[src/rtl/pcie_gen2_upshift.sv]
module pcie_gen2_upshift #(
  parameter int NUM_FUNC = 4
) (
  input  logic                  clk,
  input  logic                  rst_n,
  input  logic                  dsp_role,
  input  logic [2:0]            ltssm_st,
  input  logic                  dl_active,
  input  logic [1:0]            partner_rates,
  input  logic [1:0]            neg_rate,
  input  logic                  tls_we,
  input  logic [1:0]            tls_wdata,
  input  logic                  init_upg_dis,
  input  logic                  sw_retrain,
  input  logic                  bw_sts_w1c,
  output logic [1:0]            adv_rates,
  output logic [1:0]            tgt_speed,
  output logic                  upg_req,
  output logic [1:0]            upg_rate,
  output logic [2*NUM_FUNC-1:0] cur_speed_fn,
  output logic                  bw_sts
);
  localparam logic [2:0] ST_DET = 3'd0, ST_CFGC = 3'd3, ST_L0 = 3'd4, ST_RCFG = 3'd6;
  localparam logic [1:0] GEN1 = 2'd1, GEN2 = 2'd2;

  logic [2:0] prev_st;
  logic       dl_q, cap_g2, sw_own, rec_pend;
  logic [1:0] cur;

  wire in_det   = ltssm_st == ST_DET;
  wire in_l0    = ltssm_st == ST_L0;
  wire l0_entry = in_l0 && prev_st != ST_L0;
  wire cap_evt  = (ltssm_st == ST_CFGC || ltssm_st == ST_RCFG) && prev_st != ltssm_st;
  wire dl_rise  = dl_active && !dl_q;
  wire idle     = !upg_req && !in_det;
  wire at_g1    = cur == GEN1;
  wire tgt_g2   = tgt_speed == GEN2;

  wire trig_sw   = idle && sw_retrain && cap_g2 && tgt_speed != cur;
  wire trig_init = idle && dsp_role && dl_rise && in_l0 && tgt_g2 && cap_g2 && !init_upg_dis && at_g1;
  wire trig_rec  = idle && dsp_role && rec_pend && in_l0 && tgt_g2 && at_g1;
  wire trig_any  = trig_sw || trig_init || trig_rec;
  wire done      = upg_req && l0_entry;
  wire arm_rec   = dsp_role && cap_evt && ltssm_st == ST_RCFG && partner_rates[1] && !cap_g2 && at_g1;

  assign adv_rates    = 2'b11;
  assign cur_speed_fn = {NUM_FUNC{cur}};

  always_ff @(posedge clk or negedge rst_n) begin
    if (!rst_n) begin
      prev_st   <= ST_DET;
      dl_q      <= 1'b0;
      cap_g2    <= 1'b0;
      tgt_speed <= GEN2;
      cur       <= GEN1;
      upg_req   <= 1'b0;
      upg_rate  <= GEN1;
      sw_own    <= 1'b0;
      rec_pend  <= 1'b0;
      bw_sts    <= 1'b0;
    end else begin
      prev_st <= ltssm_st;
      dl_q    <= dl_active;
      if (cap_evt) cap_g2 <= partner_rates[1];
      if (tls_we) tgt_speed <= tls_wdata;

      if (in_det) cur <= GEN1;
      else if (in_l0) cur <= neg_rate;

      if (in_det || done) upg_req <= 1'b0;
      else if (trig_any) upg_req <= 1'b1;

      if (trig_any) begin
        upg_rate <= tgt_speed;
        sw_own   <= trig_sw;
      end else if (in_det) sw_own <= 1'b0;

      if (in_det || trig_rec || cur == GEN2) rec_pend <= 1'b0;
      else if (arm_rec) rec_pend <= 1'b1;

      if (done && sw_own && neg_rate != cur) bw_sts <= 1'b1;
      else if (bw_sts_w1c) bw_sts <= 1'b0;
    end
  end
endmodule


[config.mk]
export PLATFORM = sky130hd
export DESIGN_NAME = pcie_gen2_upshift
export DESIGN_NICKNAME = d
export VERILOG_FILES = /design/src/rtl/pcie_gen2_upshift.sv
export SDC_FILE = /design/constraint.sdc
export NUM_CORES = 1
export LEC_CHECK = 0
export ABC_AREA = 0
export BUFFER_PORTS_ARGS = -buffer_cell sky130_fd_sc_hd__buf_2
export CORE_UTILIZATION = 49
export DETAILED_ROUTE_END_ITERATION = 10
export GPL_TIMING_DRIVEN = 0
export PLACE_DENSITY = 0.82
export SLEW_MARGIN = 25
export SYNTH_ARGS = -nofsm -noshare
export SYNTH_HDL_FRONTEND = slang
export SYNTH_SLANG_ARGS = --single-unit
export TNS_END_PERCENT = 50
[constraint.sdc]
create_clock -name clk -period 5.1 [get_ports clk]
set_input_delay 0.51 -clock clk [delete_from_list [all_inputs] [get_ports clk]]
set_output_delay 0.51 -clock clk [all_outputs]
set_load 0.1 [all_outputs]
After elaboration in Yosys (flattened, before gate mapping)
Index checks and enable logic that the tools add are counted.
W data, S select, Z words.
{"block": "word_totals", "reg_bits": 15, "out_inout_bits": 16}
{"block": "classes", "reduce_logical": 43, "n_mux": 10, "eq_ne": 10}
{"operator": "$logic_and A1 B1 Y1", "n": 26}
{"operator": "$reduce_bool A2 Y1", "n": 5}
{"operator": "$mux W1", "n": 8}
{"operator": "$eq A3 B3 Y1 const B", "n": 2}
{"operator": "$logic_or A1 B1 Y1", "n": 6}
{"operator": "$logic_not A1 Y1", "n": 5}
{"operator": "$eq A2 B2 Y1 const B", "n": 2}
{"operator": "$mux W2", "n": 2}
{"operator": "$ne A2 B2 Y1", "n": 2}
{"operator": "$eq A3 B2 Y1 const B", "n": 1}
{"operator": "$logic_not A3 Y1", "n": 1}
{"operator": "$ne A3 B3 Y1", "n": 1}
{"operator": "$ne A3 B3 Y1 const B", "n": 1}
{"operator": "$eq A2 B1 Y1 const B", "n": 1}

Logic depth before layout (Yosys ltp)
Gate-level depths: netlist of the first run.
{"block": "logic_depth", "ltp_word": 14, "depth_mapped": 5, "depth_no_buf": 4}

Worst setup path after synthesis of the first run
No wires, ideal clock.
{"block": "synth_timing", "kind": "register to register", "start": "register cur[1]", "end": "register upg_rate[1]", "period_less_slack_ns": 2.156, "t_required_ns": 4.974, "slack_ns": 2.944, "path_buffers": 0, "arrival_time_ns": 2.030, "path_stages_with_launch": 5, "path_cell_list": "dfrtp_1 > xnor2_1 > a2111o_1 > o31ai_4 > mux2_4"}
{"block": "synth_between", "elab_chain_cells": 4, "word_cells_on_any_way": 7}
{"item": "start: declaration", "line": "28", "source": "logic [1:0] cur;"}
{"item": "start signal: assignment", "line": "68", "source": "else if (in_l0) cur <= neg_rate;"}
{"item": "$ne A2 B2 Y1 or $eq A2 B1 Y1 (tied branches)", "line": "39, 36"}
{"item": "$logic_and A1 B1 Y1 (on tied branches)", "line": "39, 40"}
{"item": "$logic_or A1 B1 Y1", "line": "42", "source": "wire trig_any = trig_sw || trig_init || trig_rec;"}
{"item": "$logic_or A1 B1 Y1 *", "line": "42"}
{"item": "end signal: assignment", "line": "74", "source": "upg_rate <= tgt_speed;"}
{"item": "end: declaration", "line": "19", "source": "output logic [1:0] upg_rate,"}
Every way passes the cells marked *; elsewhere a longest branch is shown, timed or not.
A chain may end at the register's enable or synchronous reset.

Worst setup path in the final report of the first run
{"block": "layout_timing", "start": "register cur[0]", "end": "output cur_speed_fn[6]"}
{"item": "end: declaration", "line": "20", "source": "output logic [2*NUM_FUNC-1:0] cur_speed_fn,"}
No word-level cell between the ends.

==> results.sh, run 1 <==
export IMPL_maxCapViolCount=0
export IMPL_multi_input_area_sq_um=329
export IMPL_dp_hpwl_um=1220
export IMPL_finalSetupTns_ps=0
export IMPL_final_cells=124
export IMPL_holdBufCountCts=0
export IMPL_max_freq_ghz=0.510
export IMPL_grt_pass1_wl_um=2650
export IMPL_setup_worst_path_start="cur[0]"
export IMPL_synth_cells=74
export IMPL_post_cts_resized=0
export IMPL_synth_distinct_cells=33
export IMPL_post_drt_wl_per_cell_um=13.1
export IMPL_first_pass_iters=4
export IMPL_start_util_pct=52.1
export IMPL_setup_worst_path_class="register to primary output"
export IMPL_nFillCells=125
export IMPL_insertion_delay_ps=290
export IMPL_holdWs_ps=109
export IMPL_fin_nets=126
export IMPL_cp_max_fo=9
export IMPL_final_cell_mix="buf_2, dfrtp_1, buf_4"
export IMPL_register_area_sq_um=379
export IMPL_n_antenna_cell=0
export IMPL_drt_wl_total_um=1620
export IMPL_cp_start_kind="register"
export IMPL_vias_per_cell=5.34
export IMPL_synth_top_area_share_pct=38.3
export IMPL_worstSetupEndpointType="primary output"
export IMPL_track_usage_pct=20.1
export IMPL_cp_top_family="flip-flops"
export IMPL_crit_chain="buf_4 > buf_2"
export IMPL_max_stage_delay_ps=630
export IMPL_arrival_ps=1450
export IMPL_drive_above_1_share_pct=46.3
export IMPL_required_ps=4590
export IMPL_finalMaxSlewViolations=0
export IMPL_route_detailed_drc=0
export IMPL_leakage_nw=0.488
export IMPL_die_w_um=42.0
export IMPL_crit_buf_inv=2
export IMPL_rows=14
export IMPL_io_buffer_count=29
export IMPL_cts_buffers=3
export IMPL_clockBufferDepth=2
export IMPL_die_h_um=42.0
export IMPL_yosys_most_used_dff="dfrtp_1"
export IMPL_cp_slowest_cell="dfstp_2"
export IMPL_clk_pin_slew_worst_paths_ps=90
export IMPL_antenna_found_initial=0
export IMPL_syn_area_sq_um=785
export IMPL_power_density_mw_per_mm2=497
export IMPL_grt_pass1_vias=572
export IMPL_synth_area_leaders="dfrtp_1, dfstp_2, buf_4"
export IMPL_syn_avg_cell_area_sq_um=10.6
export IMPL_htreeDepth=1
export IMPL_synth_edf_count=0
export IMPL_final_common_cell="buf_2"
export IMPL_hold_path_class="input pin to asynchronous set/reset pin"
export IMPL_status="finished clean"
export IMPL_synth_top_area_cell="dfrtp_1"
export IMPL_ir_drop_v=0.000249
export IMPL_ys_async_sr_fraction_pct=100
export IMPL_grt_max_degree=16
export IMPL_die_area_sq_mm=0.00176
export IMPL_rsz0062_at_grt="false"
export IMPL_antenna_left=0
export IMPL_cts_tree="yes"
export IMPL_io_pins=33
export IMPL_vias=662
export IMPL_finalSetupViolations=0
export IMPL_globalRouteOverflowTotal=0
export IMPL_yosysWarnings=0
export IMPL_ys_ff_latch=15
export IMPL_period_share_pct=38.5
export IMPL_clock_skew_ps=6.34
export IMPL_gp_congestion=0.864
export IMPL_finalHoldViolCount=0
export IMPL_dpl_cell_count=120
export IMPL_synth_seq_area_share_pct=48.3
export IMPL_coreArea_sq_mm=0.00151
export IMPL_root_buffer="clkbuf_4"
export IMPL_cts_sinks=15
export IMPL_cts_setup_buffers=0
export IMPL_syn_to_final_growth_pct=25.0
export IMPL_min_period_ps=1960
export IMPL_rr_startpoint="cur[0]"
export IMPL_drtIter0Drc=18
[state kept, by name (all words and copies together), names as in the netlist]
name	count
cap_g2	1
upg_rate	2
sw_own	1
dl_q	1
tgt_speed	2
upg_req	1
cur	2
prev_st	3
bw_sts	1
rec_pend	1
[power by group]
| part | switching (mW) | leakage (nW) | total, mW | internal (mW) |
|---|---|---|---|---|
| clock | 0.0388 | 0.0177 | 0.0680 | 0.0292 |
| sequential | 0.0254 | 0.179 | 0.171 | 0.145 |
| combinational | 0.196 | 0.291 | 0.248 | 0.0529 |
[routing by layer]
metal / wire [um] / part of all wire (%) / GRT usage (%) / vias up
met5: 0 / 0 / 0 / -
met4: 28 / 1.7 / 9.38 / 0
met3: 83 / 5.1 / 2.59 / 4
met2: 757 / 47 / 30.9 / 24
met1: 753 / 46 / 28.4 / 308
li1: - / - / - / 326
[worst reg2reg max path: stages, from the launching register on]
cell	delay, ps
dfstp_2	630
xnor2_1	110
a2111o_1	490
o31ai_4	100
mux2_4	330
[through the flow]
step / setup slack [ps] / instance area, sq um / utilization (%) / total power [mW]
6_report: 3140 / 981 / 65.1 / 0.487
5_1_grt: 3090 / 981 / 65.1 / 0.509
4_1_cts: 3130 / 981 / 65.1 / 0.490
3_5_place_dp: 3170 / 953 / 63.3 / 0.423
3_3_place_gp: 3220 / 953 / 63.3 / 0.418
2_1_floorplan: 2940 / 788 / - / 0.380
[layout make-up]
type | count | area share, %
Sequential cell | 15 | 38.6
Tap cell | 16 | 2.04
Inverter | 4 | 1.53
Clock inverter | 1 | 0.510
Multi-Input combinational cell | 47 | 33.5
Buffer | 9 | 6.63
Timing Repair Buffer | 29 | 14.8
Clock buffer | 3 | 2.30
[worst paths after layout]
kind	to	slack, ps	cells past startpoint
worst max-delay path	cur_speed_fn[6]	3140	2
worst min-delay path	prev_st[0]	110	1
worst max register to register	upg_rate[1]	3340	4
worst min register to register	upg_rate[0]	480	2
max in group asynchronous	tgt_speed[1]	4690	1
min in group clk	dl_q	330	1
[cells by family after synthesis]
logic type / synth area share, %
xor+xnor: 4.47
mux: 4.78
flops: 48.3
compound gates: 13.9
other cells: 0.478
simple gates: 17.9
buf+inv: 10.2
[synthesized netlist by cell type, types with 2 or more instances]
| cell type | count |
|---|---|
| nand4_1 | 2 |
| o21ai_0 | 3 |
| dfrtp_1 | 12 |
| buf_4 | 8 |
| nor2_1 | 5 |
| nor3_1 | 2 |
| nand2_1 | 7 |
| xnor2_1 | 2 |
| o22ai_1 | 2 |
| dfstp_2 | 3 |
| xor2_1 | 2 |
| and3b_1 | 2 |
| inv_1 | 4 |
(Power assumes the default switching activity.)
==> run 2: changes to the inputs <==
--- a/config.mk
+++ b/config.mk
@@ -7,10 +7,11 @@
 export LEC_CHECK = 0
 export ABC_AREA = 0
 export BUFFER_PORTS_ARGS = -buffer_cell sky130_fd_sc_hd__buf_2
-export CORE_UTILIZATION = 49
+export CORE_ASPECT_RATIO = 0.8
+export CORE_UTILIZATION = 45
 export DETAILED_ROUTE_END_ITERATION = 10
 export GPL_TIMING_DRIVEN = 0
-export PLACE_DENSITY = 0.82
+export PLACE_DENSITY = 0.76
 export SLEW_MARGIN = 25
 export SYNTH_ARGS = -nofsm -noshare
 export SYNTH_HDL_FRONTEND = slang
==> constraint.sdc (replaced) <==
create_clock -name clk -period 1.95 [get_ports clk]
set_input_delay 0.195 -clock clk [delete_from_list [all_inputs] [get_ports clk]]
set_output_delay 0.195 -clock clk [all_outputs]
set_load 0.1 [all_outputs]
==> run 2 against run 1 <==
  * Design area grew 2.7%
  * Sequential cell count is the same
  * Via count decreased by 0.76%
  * Sequential share of layout area barely moved
  * Register-to-register slack worse by 3200 ps
  * First-iteration DRC count is 50% lower
  * Critical path type is now register to register
  * Critical endpoint is now upg_rate[1]
==> results.sh, run 2 (synthesis gave the netlist of run 1 again) <==
export IMPL_r2r_cells=4
export IMPL_cp_max_fo=9
export IMPL_clock_skew_ps=4.01
export IMPL_die_area_sq_mm=0.00192
export IMPL_largest_register="prev_st"
export IMPL_maxCapViolCount=0
export IMPL_die_h_um=39.3
export IMPL_finalMaxSlewViolations=0
export IMPL_fin_nets=127
export IMPL_syn_to_final_growth_pct=28.4
export IMPL_grt_pass1_vias=633
export IMPL_die_w_um=48.7
export IMPL_largest_reg_flops=3
export IMPL_post_cts_resized=0
export IMPL_finalSetupViolations=0
export IMPL_post_drt_wl_per_cell_um=12.4
export IMPL_cts_sinks=15
export IMPL_arrival_ps=1950
export IMPL_drtIter0Drc=9
export IMPL_gp_congestion=0.785
export IMPL_hold_path_class="input pin to register"
export IMPL_rows=13
export IMPL_drt_wl_total_um=1630
export IMPL_track_usage_pct=21.2
export IMPL_holdBufCountCts=1
export IMPL_max_freq_ghz=0.564
export IMPL_io_buffer_count=29
export IMPL_min_period_ps=1770
export IMPL_required_ps=2130
export IMPL_coreArea_sq_mm=0.00163
export IMPL_final_cell_mix="buf_2, dfrtp_1, buf_4"
export IMPL_whs_path_depth=1
export IMPL_leakage_nw=0.487
export IMPL_htreeDepth=1
export IMPL_holdWs_ps=21.4
export IMPL_vias_per_cell=5.02
export IMPL_io_pins=33
export IMPL_clk_pin_slew_worst_paths_ps=90
export IMPL_grt_pass1_wl_um=2900
export IMPL_final_common_cell="buf_2"
export IMPL_drive_above_1_share_pct=46.8
export IMPL_dp_hpwl_um=1240
export IMPL_antenna_found_initial=0
export IMPL_power_density_mw_per_mm2=1270
export IMPL_insertion_delay_ps=280
export IMPL_setup_worst_path_class="register to register"
export IMPL_cts_buffers=3
export IMPL_n_antenna_cell=0
export IMPL_finalSetupTns_ps=0
export IMPL_cts_setup_buffers=0
export IMPL_antenna_left=0
export IMPL_root_buffer="clkbuf_4"
export IMPL_vias=657
export IMPL_period_share_pct=91.0
export IMPL_globalRouteOverflowTotal=0
export IMPL_finalHoldViolCount=0
export IMPL_cp_start_kind="register"
export IMPL_status="finished clean"
export IMPL_p_total_mw=1.28
export IMPL_worstSetupEndpointType="register"
export IMPL_first_pass_iters=4
export IMPL_grt_max_degree=16
export IMPL_ir_drop_v=0.000962
export IMPL_route_detailed_drc=0
export IMPL_rsz0062_at_grt="false"
export IMPL_start_util_pct=48.2
export IMPL_clockBufferDepth=2
export IMPL_cts_tree="yes"
-- run 2: worst max-delay path: stages (launching register included) --
cell and delay, ps:
dfstp_4 680, xnor2_1 80, a2111o_1 490, o31ai_4 100, mux2_4 320
-- run 2: final timing paths --
check	slack, ps	from	to
worst min-delay path	20	dl_active	dl_q
worst max register to register	180	cur[0]	upg_rate[1]
worst max-delay path	180	cur[0]	upg_rate[1]
min in group asynchronous	330	rst_n	upg_rate[1]
max in group asynchronous	1330	rst_n	upg_rate[0]
worst min register to register	490	upg_rate[0]	upg_rate[0]
-- run 2: area by class of cell --
| class | instances | area (sq um) |
|---|---|---|
| Tap cell | 22 | 27.5 |
| Clock buffer | 4 | 26.3 |
| Timing Repair Buffer | 30 | 155 |
| Fill cell | 153 | 619 |
| Sequential cell | 15 | 389 |
| Multi-Input combinational cell | 47 | 329 |
| Buffer | 9 | 65.1 |
| Inverter | 4 | 15.0 |
-- run 2: stage by stage --
stage | util, % | cells | worst slack (ps) | cell area [sq um]
final | 61.9 | 131 | 175 | 1010
after global routing | 61.9 | 131 | 108 | 1010
after CTS | 61.9 | 131 | 171 | 1010
after detailed placement | 59.7 | 126 | 183 | 971
after global placement | 59.7 | 126 | 196 | 971
after floorplan | - | 75 | 20.0 | 798
-- run 2: metal layers --
layer / global-route usage [%] / routed length (um) / vias to the layer above
li1: - / - / 327
met1: 25.1 / 750 / 301
met2: 37.2 / 751 / 25
met3: 4.65 / 103 / 4
met4: 11.0 / 23 / 0
met5: 0 / 0 / -
-- run 2: report_power, final --
part	internal, mW	switching [mW]	total, mW
combinational	0.140	0.511	0.651
sequential	0.383	0.0652	0.449
clock	0.0795	0.102	0.181
